<file path="src/rtl/mdio_pkg.sv">
package mdio_pkg;
  localparam int FRAME_LEN = 64;
  localparam int PRE_LEN   = 32;
  localparam int TA_POS    = 46;
  localparam int DATA_POS  = 48;

  typedef enum logic [1:0] {
    OPC_WRITE = 2'b01,
    OPC_READ  = 2'b10
  } mdio_opc_e;

  // half of the selected reference-clock ratio
  function automatic logic [4:0] mdc_half(input logic [2:0] sel);
    logic [5:0] ratio;
    case (sel)
      3'd0, 3'd1: ratio = 6'd4;
      3'd2:       ratio = 6'd6;
      3'd3:       ratio = 6'd8;
      3'd4:       ratio = 6'd10;
      3'd5:       ratio = 6'd14;
      3'd6:       ratio = 6'd20;
      default:    ratio = 6'd28;
    endcase
    return ratio[5:1];
  endfunction

  function automatic logic [FRAME_LEN-1:0] pack_frame(input mdio_opc_e opc,
                                                      input logic [4:0] phy,
                                                      input logic [4:0] regn,
                                                      input logic [15:0] data);
    logic [1:0] ta;
    ta = (opc == OPC_READ) ? 2'b11 : 2'b10;
    return {{PRE_LEN{1'b1}}, 2'b01, opc, phy, regn, ta, data};
  endfunction
endpackage

</file>
<file path="src/rtl/mdio_mdc_gen.sv">
module mdio_mdc_gen #(
  parameter int HALF_W = 5
) (
  input  logic              clk,
  input  logic              rst_n,
  input  logic              run,
  input  logic [HALF_W-1:0] half,
  output logic              mdc,
  output logic              rise_tick,
  output logic              fall_tick
);
  logic [HALF_W-1:0] cnt;
  logic              edge_now;

  assign edge_now  = run && (cnt == half - 1'b1);
  assign rise_tick = edge_now && !mdc;
  assign fall_tick = edge_now && mdc;

  always_ff @(posedge clk or negedge rst_n) begin
    if (!rst_n) begin
      cnt <= '0;
      mdc <= 1'b0;
    end else if (!run) begin
      cnt <= '0;
      mdc <= 1'b0;
    end else if (edge_now) begin
      cnt <= '0;
      mdc <= ~mdc;
    end else begin
      cnt <= cnt + 1'b1;
    end
  end

  // level-length observer, independent of cnt
  logic            prev_mdc;
  logic [HALF_W:0] hold;
  always_ff @(posedge clk or negedge rst_n) begin
    if (!rst_n) begin
      prev_mdc <= 1'b0;
      hold     <= '0;
    end else begin
      prev_mdc <= mdc;
      if (!run)                 hold <= '0;
      else if (mdc != prev_mdc) hold <= 1;
      else                      hold <= hold + 1'b1;
    end
  end

  AST_MDC_HALF_PERIOD: assert property (@(posedge clk) disable iff (!rst_n)
    (run && (mdc != prev_mdc)) |-> (hold == {1'b0, half})) else $error("half period");
  AST_MDC_STOPS_LOW: assert property (@(posedge clk) disable iff (!rst_n)
    !run |=> !mdc) else $error("mdc not low");
endmodule

</file>
<file path="src/rtl/mdio_frame_engine.sv">
module mdio_frame_engine
  import mdio_pkg::*;
#(
  parameter int HALF_W = 5
) (
  input  logic              clk,
  input  logic              rst_n,
  input  logic              soft_rst,
  input  logic              start_rd,
  input  logic              start_wr,
  input  logic [4:0]        phy,
  input  logic [4:0]        regn,
  input  logic [15:0]       wdata,
  input  logic [HALF_W-1:0] half_in,
  input  logic              rise_tick,
  input  logic              fall_tick,
  input  logic              mdio_i,
  output logic              busy,
  output logic [HALF_W-1:0] half_q,
  output logic              mdio_o,
  output logic              mdio_oe,
  output logic [15:0]       rd_data,
  output logic              done
);
  localparam int IDX_W = $clog2(FRAME_LEN);

  logic [FRAME_LEN-1:0] shreg;
  logic [IDX_W-1:0]     bit_idx;
  logic                 is_rd;
  logic [15:0]          cap;
  logic                 launch;
  logic                 released;

  assign launch   = (start_rd || start_wr) && !busy && !soft_rst;
  assign done     = busy && fall_tick && (bit_idx == IDX_W'(FRAME_LEN - 1));
  assign released = is_rd && (bit_idx >= IDX_W'(TA_POS));
  assign mdio_o   = busy ? shreg[FRAME_LEN-1] : 1'b0;
  assign mdio_oe  = busy && !released;

  always_ff @(posedge clk or negedge rst_n) begin
    if (!rst_n) begin
      busy    <= 1'b0;
      is_rd   <= 1'b0;
      shreg   <= '0;
      bit_idx <= '0;
      cap     <= '0;
      rd_data <= '0;
      half_q  <= '0;
    end else if (soft_rst) begin
      busy    <= 1'b0;
      is_rd   <= 1'b0;
      bit_idx <= '0;
    end else if (launch) begin
      busy    <= 1'b1;
      is_rd   <= start_rd;
      shreg   <= pack_frame(start_rd ? OPC_READ : OPC_WRITE, phy, regn, wdata);
      bit_idx <= '0;
      cap     <= '0;
      half_q  <= half_in;
    end else if (busy) begin
      if (rise_tick && is_rd && (bit_idx >= IDX_W'(DATA_POS)))
        cap <= {cap[14:0], mdio_i};
      if (done) begin
        busy <= 1'b0;
        if (is_rd) rd_data <= cap;
      end else if (fall_tick) begin
        shreg   <= shreg << 1;
        bit_idx <= bit_idx + 1'b1;
      end
    end
  end

  AST_BUSY_IGNORES_START: assert property (@(posedge clk) disable iff (!rst_n)
    (busy && !soft_rst && (start_rd || start_wr) && !fall_tick) |=> ($stable(shreg) && $stable(is_rd)))
    else $error("restart while busy");
  AST_SOFT_RESET_IDLE: assert property (@(posedge clk) disable iff (!rst_n)
    soft_rst |=> !busy) else $error("busy under soft reset");
  AST_READ_RELEASED: assert property (@(posedge clk) disable iff (!rst_n)
    (busy && is_rd && (bit_idx >= IDX_W'(TA_POS))) |-> !mdio_oe) else $error("line not released");
  AST_STEP_ON_FALL: assert property (@(posedge clk) disable iff (!rst_n)
    ($past(busy) && busy && (bit_idx != $past(bit_idx))) |-> $past(fall_tick)) else $error("step off fall");
endmodule

</file>
<file path="src/rtl/mdio_master_ctl.sv">
module mdio_master_ctl
  import mdio_pkg::*;
#(
  parameter int ADDR_W  = 3,
  parameter int DATA_W  = 32,
  parameter int SEL_W   = 3,
  parameter int RST_BIT = 31,
  parameter int PHY_LSB = 8
) (
  input  logic              clk,
  input  logic              rst_n,
  input  logic              reg_we,
  input  logic [ADDR_W-1:0] reg_addr,
  input  logic [DATA_W-1:0] reg_wdata,
  output logic [DATA_W-1:0] reg_rdata,
  output logic              mdc,
  output logic              mdio_o,
  output logic              mdio_oe,
  input  logic              mdio_i
);
  localparam int HALF_W = 5;
  localparam logic [ADDR_W-1:0] A_CFG  = ADDR_W'(0);
  localparam logic [ADDR_W-1:0] A_CMD  = ADDR_W'(1);
  localparam logic [ADDR_W-1:0] A_ADDR = ADDR_W'(2);
  localparam logic [ADDR_W-1:0] A_CTRL = ADDR_W'(3);
  localparam logic [ADDR_W-1:0] A_STAT = ADDR_W'(4);
  localparam logic [ADDR_W-1:0] A_BUSY = ADDR_W'(5);

  logic [SEL_W-1:0] cfg_sel;
  logic             cfg_rst;
  logic             cmd_rd;
  logic [15:0]      addr_q;
  logic [15:0]      ctrl_q;

  logic              busy, done, rise_tick, fall_tick, mdc_run;
  logic              wr_cmd, wr_ctrl;
  logic [HALF_W-1:0] half_q;
  logic [15:0]       rd_data;

  assign wr_cmd  = reg_we && (reg_addr == A_CMD);
  assign wr_ctrl = reg_we && (reg_addr == A_CTRL);
  assign mdc_run = busy && !cfg_rst;

  always_ff @(posedge clk or negedge rst_n) begin
    if (!rst_n) begin
      cfg_sel <= '0;
      cfg_rst <= 1'b0;
      cmd_rd  <= 1'b0;
      addr_q  <= '0;
      ctrl_q  <= '0;
    end else if (reg_we) begin
      case (reg_addr)
        A_CFG: begin
          cfg_sel <= reg_wdata[SEL_W-1:0];
          cfg_rst <= reg_wdata[RST_BIT];
        end
        A_CMD:  if (!busy) cmd_rd <= reg_wdata[0];
        A_ADDR: addr_q <= reg_wdata[15:0];
        A_CTRL: if (!busy && !cfg_rst) ctrl_q <= reg_wdata[15:0];
        default: ;
      endcase
    end
  end

  mdio_frame_engine #(.HALF_W(HALF_W)) u_engine (
    .clk       (clk),
    .rst_n     (rst_n),
    .soft_rst  (cfg_rst),
    .start_rd  (wr_cmd && reg_wdata[0]),
    .start_wr  (wr_ctrl),
    .phy       (addr_q[PHY_LSB +: 5]),
    .regn      (addr_q[4:0]),
    .wdata     (reg_wdata[15:0]),
    .half_in   (mdc_half(cfg_sel)),
    .rise_tick (rise_tick),
    .fall_tick (fall_tick),
    .mdio_i    (mdio_i),
    .busy      (busy),
    .half_q    (half_q),
    .mdio_o    (mdio_o),
    .mdio_oe   (mdio_oe),
    .rd_data   (rd_data),
    .done      (done)
  );

  mdio_mdc_gen #(.HALF_W(HALF_W)) u_mdc (
    .clk       (clk),
    .rst_n     (rst_n),
    .run       (mdc_run),
    .half      (half_q),
    .mdc       (mdc),
    .rise_tick (rise_tick),
    .fall_tick (fall_tick)
  );

  always_comb begin
    reg_rdata = '0;
    case (reg_addr)
      A_CFG: begin
        reg_rdata[SEL_W-1:0] = cfg_sel;
        reg_rdata[RST_BIT]   = cfg_rst;
      end
      A_CMD:   reg_rdata[0]    = cmd_rd;
      A_ADDR:  reg_rdata[15:0] = addr_q;
      A_CTRL:  reg_rdata[15:0] = ctrl_q;
      A_STAT:  reg_rdata[15:0] = rd_data;
      A_BUSY:  reg_rdata[0]    = busy;
      default: reg_rdata = '0;
    endcase
  end

  AST_IDLE_MDC_LOW: assert property (@(posedge clk) disable iff (!rst_n)
    !busy |-> !mdc) else $error("mdc high while idle");
  AST_MDIO_HOLD_HIGH: assert property (@(posedge clk) disable iff (!rst_n)
    ($past(mdc) && mdc) |-> ($stable(mdio_o) && $stable(mdio_oe))) else $error("mdio moved in high phase");
  AST_LAUNCH_FROM_WRITE: assert property (@(posedge clk) disable iff (!rst_n)
    $rose(busy) |-> $past(reg_we && ((reg_addr == A_CMD && reg_wdata[0]) || reg_addr == A_CTRL)))
    else $error("launch without request");
  AST_RESET_HOLDS_MDC: assert property (@(posedge clk) disable iff (!rst_n)
    cfg_rst |=> !mdc) else $error("mdc under soft reset");
endmodule

</file>
<file path="config.mk">
export PLATFORM = sky130hd
export DESIGN_NAME = mdio_master_ctl
export DESIGN_NICKNAME = d
export VERILOG_FILES = /design/src/rtl/mdio_pkg.sv /design/src/rtl/mdio_mdc_gen.sv /design/src/rtl/mdio_frame_engine.sv /design/src/rtl/mdio_master_ctl.sv
export SDC_FILE = /design/constraint.sdc
export NUM_CORES = 1
export LEC_CHECK = 0
export BUFFER_PORTS_ARGS = -buffer_cell sky130_fd_sc_hd__buf_4
export CORE_UTILIZATION = 40
export CTS_BUF_LIST = sky130_fd_sc_hd__clkbuf_4 sky130_fd_sc_hd__clkbuf_8 sky130_fd_sc_hd__clkbuf_16
export CTS_CLUSTER_DIAMETER = 200
export DETAILED_ROUTE_END_ITERATION = 10
export PLACE_DENSITY_LB_ADDON = 0.08
export SKIP_LAST_GASP = 1
export SYNTH_ARGS = -nofsm -noshare
export SYNTH_HDL_FRONTEND = slang
export SYNTH_SLANG_ARGS = --single-unit
</file>
<file path="constraint.sdc">
create_clock -name clk -period 3.21 [get_ports clk]
set_input_delay 0.1605 -clock clk [delete_from_list [all_inputs] [get_ports clk]]
set_output_delay 0.1605 -clock clk [all_outputs]
set_load 0.05 [all_outputs]
</file>
==> results of run 1 <==
## final timing paths
kind | end | slack, ns
max | u_engine.shreg[30]$_DFFE_PN0P_ | 0.54
min | cmd_rd$_DFFE_PN0P_ | 0.23
max reg2reg | u_engine.shreg[30]$_DFFE_PN0P_ | 0.54
min reg2reg | ctrl_q[11]$_DFFE_PN0P_ | 0.48
max in group asynchronous | u_engine.shreg[32]$_DFFE_PN0P_ | 1.90
min in group asynchronous | u_mdc.cnt[2]$_DFF_PN0_ | 0.28
## final cells by class
| cell class | instances | area [um2] |
|---|---|---|
| Multi-Input combinational cell | 453 | 2950 |
| Fill cell | 1589 | 8520 |
| Clock buffer | 21 | 468 |
| Tap cell | 220 | 275 |
| Inverter | 7 | 26.3 |
| Timing Repair Buffer | 81 | 659 |
| Sequential cell | 151 | 3780 |
| Clock inverter | 11 | 146 |
## sequential cells by signal (all words and copies together) (netlist names), 4 cells and up
name and flops:
u_engine.rd_data 16, u_engine.shreg 64, u_mdc.cnt 5, ctrl_q 16, u_engine.bit_idx 6, addr_q 16, u_engine.half_q 4, u_engine.cap 16
## power breakdown
part	switching (mW)	leakage [nW]	internal [mW]
clock network	0.788	0.301	1.28
logic	0.604	1.46	0.502
registers	0.304	1.79	2.35
## kinds of logic after synthesis
family / after synthesis / share of synthesized area [%]
other cells: 1 / 0.0536
mux: 62 / 10.3
compound gates: 136 / 13.9
buf+inv: 66 / 4.83
fa+ha+maj: 3 / 0.536
xor+xnor: 9 / 1.13
simple gates: 228 / 15.3
flops: 151 / 54.0
## synthesized netlist by cell type (all sizes together) (3+ instances only)
| library cell | count | share of area, % |
|---|---|---|
| a211oi | 15 | 1.8 |
| a21boi | 3 | 0.32 |
| a21oi | 30 | 2.1 |
| and2 | 4 | 0.36 |
| and3 | 3 | 0.27 |
| buf | 38 | 3.3 |
| clkbuf | 21 | 1.1 |
| dfrtp | 151 | 54 |
| ha | 3 | 0.54 |
| inv | 7 | 0.38 |
| mux2 | 38 | 6.7 |
| mux2i | 24 | 3.6 |
| nand2 | 113 | 6.1 |
| nand2b | 30 | 2.7 |
| nand3 | 12 | 1.0 |
| nor2 | 31 | 1.7 |
| nor3 | 17 | 1.3 |
| o21ai | 41 | 2.9 |
| o221a | 24 | 3.9 |
| o31ai | 3 | 0.32 |
| xnor2 | 4 | 0.50 |
| xor2 | 5 | 0.63 |
## tightest hold or removal path, stage by stage
cell                      delay, ns
sky130_fd_sc_hd__buf_4         0.16
sky130_fd_sc_hd__nor2_1        0.07
sky130_fd_sc_hd__nand2_1       0.07
sky130_fd_sc_hd__mux2_2        0.15
## per-layer routing
layer / global-route usage [%] / wire length, um
met1: 26.5 / 7810
met2: 30.9 / 7810
met3: 4.50 / 613
met4: 6.93 / 242
met5: 0 / 0
## cells in the final DEF (no fill, tap or decap), types with 16 or more instances in the layout
master / synthesis / routed
sky130_fd_sc_hd__nand2b_1: 30 / 30
sky130_fd_sc_hd__clkbuf_16: 0 / 17
sky130_fd_sc_hd__nor2_1: 31 / 31
sky130_fd_sc_hd__o21ai_0: 41 / 41
sky130_fd_sc_hd__buf_4: 16 / 61
sky130_fd_sc_hd__nor3_1: 16 / 16
sky130_fd_sc_hd__dlygate4sd3_1: 0 / 19
sky130_fd_sc_hd__mux2_2: 28 / 28
sky130_fd_sc_hd__dfrtp_1: 151 / 151
sky130_fd_sc_hd__o221a_2: 24 / 24
sky130_fd_sc_hd__nand2_1: 113 / 113
sky130_fd_sc_hd__mux2i_1: 23 / 23
sky130_fd_sc_hd__a21oi_1: 30 / 30
## through the flow
step	hold WS [ns]	area, um2	power [mW]
final	0.225	8300	5.83
after detailed placement	0.201	7500	3.77
after floorplan	-0.135	7050	3.42
after global routing	0.231	8300	6.13
after CTS	0.202	8300	5.90
after global placement	0.194	7500	3.73
## what timing repair did
action / CTS / global route
hold buffers: 19 / 0
resized for setup: 0 / 0
hold endpoints to repair: 97 / 0
==> results.md, run 1 <==
- Synthesis handed over a netlist of around 660 instances.
- STA puts the critical path data required time at ~3.5 ns.
- After detailed routing, the number of vias per cell comes to around 5.3.
- The repair_antennas step left the layout with diodes totalling 0.
- For the finished layout, the period the worst path requires is approximately 2.7 ns.
- The total wirelength of the detailed-routed design is approximately 16000 um.
- In this run the power density over the cells is roughly 700 nW/um2.
- The kind of end point of the critical path is a flip-flop.
- The cell area after technology mapping is about 7000 um2.
- After the last flow step, the layout net total stands at approximately 750.
- The actual transition at the worst max-transition pin is 0.795 ns.
- The worst setup path startpoint is u_engine.bit_idx[0]$_DFFE_PN0P_.
- TritonCTS built the clock tree.
- The share of the Yosys chip area taken by registers is around 54%.
- The latest clock arrival within the worst-skew pair is ~0.42 ns.
- In this run the tightest slew margin relative to its limit is roughly 47%.
- Walking the worst path, the cells encountered are ha_1 -> and3_1 -> nand3_1 -> and2_1 -> nand2_1 -> buf_4 -> o32a_1.
- The number of endpoints with negative hold slack in the final report is 0.
- Once the clock tree was built, the setup fixing pass inserted 0 buffers.
- 74 I/O pins were placed.
- The worst-case IR drop observed on VDD is about 0.40 mV.
- On the critical path the largest part of the delay comes from simple AND/OR/NAND/NOR gates.
- In the final routed layout, each cell accounts on average for roughly 17 um.
- Counting every sink on the clock net gives between 150 and 200.
- The post-route fraction of the period consumed by the critical path is 83.3%.
- The total setup violations reported at the end of the flow is 0.
- For this run, the total global-route usage over all layers was measured as a little under 20%.
- After layout, the worst setup slack is approximately 0.54 ns.
- The initial antenna violation count is 0.
- The first global-routing pass estimated ~27000 um of wire.
- In this run the static leakage power is 3.55 nW.
- Clock-pin slew was measured on the worst setup and hold paths at ~0.060 ns.
- The number of port buffers is 43.
- The delay contributed by the slowest stage of the critical path is slightly below 0.7 ns.
- The post-detailed-route DRC marker count is 0.
- In this run, CTS created clock tree buffers numbering 17.
- The kind of start point of the critical path is a flip-flop.
- The number of buffer and inverter instances along the worst setup path is 1.
- The post-detailed-placement half-perimeter wirelength is between 10000 and 15000 um.
- The slowest stage of the critical path is the sky130_fd_sc_hd__and2_1 cell.
- The post-synthesis cell type count is 60.
- The cell depth of the worst setup path is 7.
- The die is roughly 130 um tall.
- Cells fill 49.4% of the core in the end.
- The die covers about 18000 um2.
- For this block, the via count after detailed routing is roughly 5000.
- The summed negative setup slack over all endpoints is 0 ns.
- The depth of the worst hold-timing path is 4.
- The max capacitance violation total is 0.
- The worst clock skew on the final layout is about 0.009 ns.
- Along the worst path, the maximum fanout reaches 43.
- The number of warnings issued by yosys is 0.
- The synthesized design contains between 150 and 200 register bits.
- The number of core rows is 47.
- A synthesized cell averages between 10 and 15 um2.
- The number of nets with antenna violations after routing is 0.
- The count of cells in the finished layout, fillers not included, comes to 944.
- The total area inside the core boundary comes to approximately 17000 um2.
- The final max-slew violation count is 0.
- Setup repair after global routing left no endpoint under its margin.
- Timing analysis after detailed placement gives a worst setup slack of between 0.5 and 0.6 ns.
- For this configuration, the core starts out at a cell density of about two fifths.
- The number of DRC violations after detailed-routing iteration 0 is approximately 290.
- At the end of routability-driven placement, the weighted congestion stood at ~0.74.
- Summed over all layers, the global routing overflow is 0.
- The run finished with clean final reports.
- The area growth from synthesis to layout is 18.6%.
- The clock tree synthesis step divided the H-tree into 4 levels.
- The via count of the first global-routing pass came to ~5100.
- Entering global routing, the biggest net connects 68 pins.
- The worst hold path class is in2reg.
- The number of buffers on the longest clock path is 2.
- In the synthesized netlist the dominant register cell turns out to be sky130_fd_sc_hd__dfrtp_1.
- The fraction of registers with async set or reset after synthesis is 100%.
- For this run, the top clock speed supported by timing is 374 MHz.
- Before antenna repair, the detailed router went through 4 iterations.
- The startpoint of the tightest hold check path is reg_addr[1].
- Cells with a size suffix above 1 make up 22.5% of the layout.
- The category of the critical setup timing path is reg2reg.
- The synthesized design contains 0 enable-type register cells.
- For the worst flop-to-flop path, the logic depth is 7.
- In this run, placement finished with an instance count of 893.
- For the worst setup path, the data arrival time is slightly below 3 ns.
- The startpoint of the most critical register-to-register path is u_engine.bit_idx[0]$_DFFE_PN0P_.
- The floorplan step set the die width to ~130 um.
- The buffer cell driving the clock tree root is sky130_fd_sc_hd__clkbuf_16.
Note: power is estimated with default switching activity, not from simulation.
==> run 2: changes to the inputs <==
Clock period 3.21 ns to 2.38 ns, I/O delays scaled along.
==> results.md, run 2 (synthesis results as in run 1) <==
- The area enclosed by the die boundary is 18000 um2 (unchanged).
- The antenna diode instance count was 0 (unchanged).
- The post-detailed-placement half-perimeter wirelength is 10900 um (+4.0%).
- The number of DRC violations after detailed-routing iteration 0 was 391 (+34%).
- The post-route fraction of the period consumed by the critical path is 98.0% (+15 points).
- The total core area is 16800 um2 (unchanged).
- The slowest stage of the critical path is the sky130_fd_sc_hd__dfrtp_1 cell.
- The total power per unit cell area is 931 nW/um2 (+33%).
- The number of buffers added by the clock tree synthesis step came to 17 (unchanged).
- The category of the critical setup timing path is reg2reg.
- The clock slew seen by the registers of the worst setup and hold paths came to 0.06 ns (about the same).
- The maximum fanout count along the critical path is 7 (-84%).
- The number of core rows is 47 (unchanged).
- The effective utilization at floorplan is 41.6% (unchanged).
- The delay contributed by the slowest stage of the critical path is 0.38 ns (-0.31 ns).
- The flow ran to the end, and the final reports show no timing, DRC or antenna violations.
- The max capacitance violation total came to 0 (unchanged).
- The kind of end point of the critical path is a flip-flop.
- The total wirelength of the detailed-routed design is 17600 um (+6.9%).
- The worst slew margin relative to its limit came to 52.3% (+5.3 points).
- The maximum number of pins on one net before global-route repair came to 56 (-18%).
- The placer congestion estimate was 0.762 (+2.7%).
- The reported leakage power came to 3.72 nW (+4.7%).
- The area after detailed placement is 7650 um2 (+2.1%).
- The flip-flop count of the largest register after layout is 64 (unchanged).
- The final critical-path required period is 2.33 ns (-0.341 ns).
- The number of port buffers was 43 (unchanged).
- The worst setup path startpoint is u_engine.half_q[1]$_DFFE_PN0P_.
- The endpoint identified for the worst register-to-register timing path is u_engine.shreg[6]$_DFFE_PN0P_.
- The total setup violations reported at the end of the flow was 0 (unchanged).
- The latest clock arrival within the worst-skew pair is 0.42 ns (about the same).
- The clock tree from TritonCTS is done.
- The buffer cell driving the clock tree root is sky130_fd_sc_hd__clkbuf_16.
- The worst clock skew on the final layout is 0.00826 ns (-0.000791 ns).
- In this run the worst hold path is classified as in2reg.
- The data arrival time at the worst-slack endpoint came to 2.69 ns (-0.29 ns).
- The number of optimization iterations in the first detailed-route pass is 5 (+1).
- The number of buffers on the longest clock path came to 2 (unchanged).
- The maximum vdd ir drop was 0.534 mV (+32%).
- The critical path required time is 2.74 ns (-0.77 ns).
- The most common library cell in the layout ignoring fill and taps is sky130_fd_sc_hd__dfrtp_1.
- Setup repair after global routing could not meet its margin everywhere.
- The ratio of routed vias to standard cells is 5.39 (+2.1%).
- Traced cell by cell, the critical path runs through inv_1 -> ha_4 -> xor2_2 -> nand4_1 -> a211oi_4 -> buf_6 -> mux2i_4 -> buf_12 -> clkbuf_16 -> o221a_2.
- The kind of start point of the critical path is a flip-flop.
- The number of sinks on the clock net is 151 (unchanged).
- The multi-input logic area was 3060 um2 (+3.7%).
- The aggregate global routing overflow is 0 (unchanged).
- The number of cells after detailed placement is 899 (+0.67%).
- The number of nets with antenna violations after routing is 0 (unchanged).
- The growth of design area from synthesis to finish is 25.0%.
- The total via count in the routed design is 5198 (+4.3%).
- The number of cells in the finished layout apart from fillers is 964 (+2.1%).
- The cell depth of the worst flop-to-flop path is 10 (+3).
- The layout cell share with drive strength beyond 1 is 25.3% (+2.8 points).
- The floorplan die width is 134 um (unchanged).
- Leaving out fill and tap cells, the most frequent cells in the layout are 151 x sky130_fd_sc_hd__dfrtp_1, 113 x sky130_fd_sc_hd__nand2_1, 65 x sky130_fd_sc_hd__buf_4, 41 x sky130_fd_sc_hd__o21ai_0, 31 x sky130_fd_sc_hd__nor2_1.
- The CTS H-tree depth is 4 (unchanged).
- The global-route usage over all layers is 20.2% (+0.61 points).
- The actual transition at the worst max-transition pin was 0.711 ns (-0.0848 ns).
- The final max-slew violation count is 0 (unchanged).
- The startpoint identified for the worst register-to-register timing path is u_engine.half_q[1]$_DFFE_PN0P_.
- The timing-limited maximum frequency is 429 MHz (+15%).
- The number of placed I/O pins is 74 (unchanged).
- The cell area after layout is 8750 um2 (+5.4%).
- The post-detailed-route DRC marker count came to 0 (unchanged).
- The area of all sequential standard cells is 3780 um2 (unchanged).
- The initial antenna violation count came to 0 (unchanged).
- The first-pass GRT wire length is 28000 um (+4.0%).
- The mean routed wirelength per cell is 18.3 um (+4.6%).
- The number of endpoints with negative hold slack in the final report is 0 (unchanged).
- The setup slack of the worst register-to-register path was 0.05 ns (-0.49 ns).
- The startpoint of the tightest hold check path is reg_addr[1].
- The number of nets at the end of the flow is 773 (+2.7%).
- The register name with the most flops is u_engine.shreg.
- The via count of the first global-routing pass is 5199 (+2.5%).
- The critical path ends at u_engine.shreg[6]$_DFFE_PN0P_.
- The filler cell count in the final layout came to 1528 (-3.8%).
- The die span in y is 134 um (unchanged).
[run 2: cell types whose count changed in the layout (fill, tap and decap cells not counted), sizes merged]
| cell | before | now |
|---|---|---|
| clkbuf | 21 | 23 |
| inv | 9 | 11 |
| clkinvlp | 2 | 5 |
| buf | 62 | 79 |
| clkinv | 4 | 1 |
| bufinv | 3 | 2 |
[run 2: final cells by class]
class	instances	share of cell area (%)
Timing Repair Buffer	101	11.5
Clock inverter	12	1.57
Inverter	7	0.300
Multi-Input combinational cell	453	34.9
Clock buffer	20	5.33
Sequential cell	151	43.2
Tap cell	220	3.15
[run 2: critical path: cells and delay by family, from the launching register on]
family                   cells  cell delay (ns)
AO/OA/AOI/OAI                2             0.51
XOR/XNOR                     1             0.15
adder cells (fa/ha/maj)      1             0.22
buffers and inverters        4             0.59
flip-flops                   1             0.38
multiplexers                 1             0.24
AND/OR/NAND/NOR              1             0.17
[run 2: through the flow]
step / setup slack (ns) / utilization (%) / setup TNS, ns / power (mW) / hold slack (ns)
after floorplan: 0.0714 / - / 0 / 4.62 / -0.177
after global placement: 0.0217 / 45.5 / 0 / 5.11 / 0.0933
after detailed placement: -0.0169 / 45.5 / -0.140 / 5.19 / 0.0964
after CTS: 0.0133 / 50.4 / 0 / 8.00 / 0.171
after global routing: -0.0443 / 52.0 / -0.930 / 8.55 / 0.187
final: 0.0478 / 52.0 / 0 / 8.15 / 0.184
[run 2: repair_timing]
item,CTS,global route
buffers inserted,1,9
pin swaps,0,14
cloned,0,4
hold buffers,19,0
hold endpoints to repair,81,0
resized for setup,0,20
endpoints found under the setup margin,16,50
[run 2: report_power, final]
group,switching [mW],total [mW],internal [mW]
sequential,0.446,3.62,3.17
clock,1.12,2.76,1.64
combinational,0.880,1.77,0.889
total,2.45,8.15,5.70
[run 2: layer usage]
| metal | vias up | GRT usage, % | share of wire, % |
|---|---|---|---|
| met3 | 10 | 5.03 | 3.8 |
| met1 | 2679 | 26.4 | 46 |
| met4 | 0 | 5.43 | 0.77 |
| met5 | - | 0 | 0 |
| met2 | 82 | 33.4 | 50 |
| li1 | 2427 | - | - |
[run 2: worst min path at each step]
stage / endpoint / cells after the start / slack, ns
2_1_floorplan: addr_q[0]$_DFFE_PN0P_ / 0 / -0.18
3_3_place_gp: u_mdc.cnt[0]$_DFF_PN0_ / 1 / 0.09
3_5_place_dp: u_mdc.cnt[3]$_DFF_PN0_ / 1 / 0.1
4_1_cts: cmd_rd$_DFFE_PN0P_ / 4 / 0.17
5_1_grt: cmd_rd$_DFFE_PN0P_ / 4 / 0.19
6_report: cmd_rd$_DFFE_PN0P_ / 4 / 0.18
==> run 3: changes to the inputs <==
Settings changed: CAP_MARGIN set to 5, REMOVE_ABC_BUFFERS set to 1.
==> results.md, run 3 (synthesis results as in run 1) <==
- The final max-slew violation count is 0 (unchanged).
- The floorplan die width is 134 um (unchanged).
- The max capacitance violation total is 0 (unchanged).
- The number of DRC violations after detailed-routing iteration 0 came to 280 (-28%).
- The clock slew seen by the registers of the worst setup and hold paths was 0.06 ns (about the same).
- The worst slew margin relative to its limit came to 55.7% (+3.4 points).
- The share of the core filled with cells came to 50.3% (-1.7 points).
- The number of placed I/O pins is 74 (unchanged).
- The total wirelength of the detailed-routed design came to 16400 um (-7.0%).
- The global-route usage over all layers came to 19.6% (-0.62 points).
- The growth of design area from synthesis to finish is 20.9%.
- The data arrival time at the worst-slack endpoint is 2.60 ns (-0.09 ns).
- The post-detailed-placement half-perimeter wirelength is 10400 um (-4.0%).
- The effective utilization at floorplan is 41.6% (unchanged).
- The setup slack after placement was -0.107 ns (-0.0901 ns).
- The latest clock arrival within the worst-skew pair is 0.41 ns (about the same).
- The final critical-path required period was 2.27 ns (-0.0627 ns).
- The number of buffers on the longest clock path is 2 (unchanged).
- The power after layout is 7.78 mW (-4.5%).
- The layout cell share with drive strength beyond 1 was 24.0% (-1.3 points).
- The number of endpoints with negative hold slack in the final report is 0 (unchanged).
- More flip-flops sit in one register than any other, and that register is u_engine.shreg.
- STA classifies the critical path endpoint as a flip-flop.
- The aggregate global routing overflow is 0 (unchanged).
- The number of optimization iterations in the first detailed-route pass is 4 (-1).
- The placer congestion estimate is 0.736 (-3.3%).
- The ratio of routed vias to standard cells is 5.27 (-2.2%).
- In the layout the commonest cells are 151 x sky130_fd_sc_hd__dfrtp_1, 113 x sky130_fd_sc_hd__nand2_1, 63 x sky130_fd_sc_hd__buf_4, 41 x sky130_fd_sc_hd__o21ai_0, 31 x sky130_fd_sc_hd__nor2_1.
- The worst setup margin is 0.110 ns (+0.0627 ns).
- The initial antenna violation count came to 0 (unchanged).
- The flip-flop count of the largest register after layout is 64 (unchanged).
- The CTS H-tree depth is 4 (unchanged).
- The number of core rows is 47 (unchanged).
- The number of buffers added by the clock tree synthesis step is 17 (unchanged).
- The total setup violations reported at the end of the flow is 0 (unchanged).
- The post-detailed-route DRC marker count is 0 (unchanged).
- The reported leakage power is 3.62 nW (-2.6%).
- The number of sinks on the clock net was 151 (unchanged).
- The post-route fraction of the period consumed by the critical path is 95.4% (-2.6 points).
- The maximum fanout count along the critical path is 18 (+11).
- The mean routed wirelength per cell is 17.2 um (-5.9%).
- The flow ran to the end, and the final reports show no timing, DRC or antenna violations.
- The maximum vdd ir drop was 0.604 mV (+13%).
- The worst clock skew on the final layout is 0.00964 ns (+0.00139 ns).
- The number of nets with antenna violations after routing came to 0 (unchanged).
- The most common library cell in the layout ignoring fill and taps is sky130_fd_sc_hd__dfrtp_1.
- The tree is rooted in a sky130_fd_sc_hd__clkbuf_16.
- The number of nets at the end of the flow is 763 (-1.3%).
- The antenna diode instance count is 0 (unchanged).
- The area enclosed by the die boundary was 18000 um2 (unchanged).
- The die span in y is 134 um (unchanged).
- The total core area is 16800 um2 (unchanged).
- The maximum number of pins on one net before global-route repair is 63 (+13%).
- The category of the critical setup timing path is reg2reg.
- The number of port buffers came to 43 (unchanged).
- The worst hold path class is in2reg.
- The timing-limited maximum frequency is 441 MHz (+2.8%).
- The total via count in the routed design is 5026 (-3.3%).
- The first-pass GRT wire length was 27100 um (-3.2%).
- The total power per unit cell area is 920 nW/um2 (-1.2%).
- The critical path required time came to 2.71 ns (-0.03 ns).
- The actual transition at the worst max-transition pin is 0.660 ns (-0.0503 ns).
- The kind of start point of the critical path is a flip-flop.
- The via count of the first global-routing pass was 5186 (-0.25%).
- TritonCTS built the clock tree.
-- run 3: path summary, 6_finish.rpt --
check	start	to	slack, ns	depth (start not counted)
max in group asynchronous	rst_n	u_engine.shreg[31]$_DFFE_PN0P_	1.27	3
worst min register to register	ctrl_q[6]$_DFFE_PN0P_	ctrl_q[6]$_DFFE_PN0P_	0.48	2
min in group asynchronous	rst_n	u_engine.bit_idx[2]$_DFFE_PN0P_	0.22	2
worst min-delay path	reg_addr[1]	cmd_rd$_DFFE_PN0P_	0.17	4
worst max register to register	u_engine.half_q[1]$_DFFE_PN0P_	u_engine.bit_idx[0]$_DFFE_PN0P_	0.11	8
worst max-delay path	u_engine.half_q[1]$_DFFE_PN0P_	u_engine.bit_idx[0]$_DFFE_PN0P_	0.11	8
-- run 3: metrics by stage --
stage	cell area [um2]	instances	hold slack (ns)	setup TNS, ns
after floorplan	6740	611	-0.177	-45.77
after global placement	7620	899	0.107	-0.338
after detailed placement	7620	899	0.110	-1.53
after CTS	8430	952	0.151	0
after global routing	8460	953	0.166	-0.0000209
final	8460	953	0.166	0
-- run 3: where the power goes --
part           internal (mW)  switching, mW
combinational          0.751          0.818
clock                   1.63           1.01
sequential              3.17          0.401
total                   5.56           2.23
-- run 3: per-layer routing --
metal  vias up  part of all wire [%]  GRT usage [%]
met5         -                     0              0
met4         0                   1.1           6.43
met3        10                   2.4           4.23
met2        74                    50           33.0
met1      2541                    47           25.0
li1       2401                     -              -
-- run 3: final cells by class --
| type | instances | area [um2] |
|---|---|---|
| fill | 1577 | 8360 |
| sequential | 151 | 3780 |
| multi-input combinational | 453 | 2970 |
| timing repair buffer | 91 | 826 |
| clock buffer | 22 | 482 |
| tap | 220 | 275 |
| clock inverter | 9 | 100 |
| inverter | 7 | 26.3 |
-- run 3: worst max-delay path, stage by stage (launching register included) --
cell and delay [ns]:
sky130_fd_sc_hd__dfrtp_1 0.36, sky130_fd_sc_hd__inv_1 0.06, sky130_fd_sc_hd__ha_1 0.31, sky130_fd_sc_hd__xor2_2 0.17, sky130_fd_sc_hd__nand4_1 0.19, sky130_fd_sc_hd__a211o_4 0.41
sky130_fd_sc_hd__buf_6 0.18, sky130_fd_sc_hd__or3_1 0.34, sky130_fd_sc_hd__a21boi_0 0.16
-- run 3: timing repair --
action | in CTS | in global routing
resized for setup | 1 | 5
endpoints found under the setup margin | 19 | 64
setup buffers | 3 | 2
pin swaps | 2 | 3
hold buffers | 19 | 0
endpoints found under the hold margin | 90 | 0
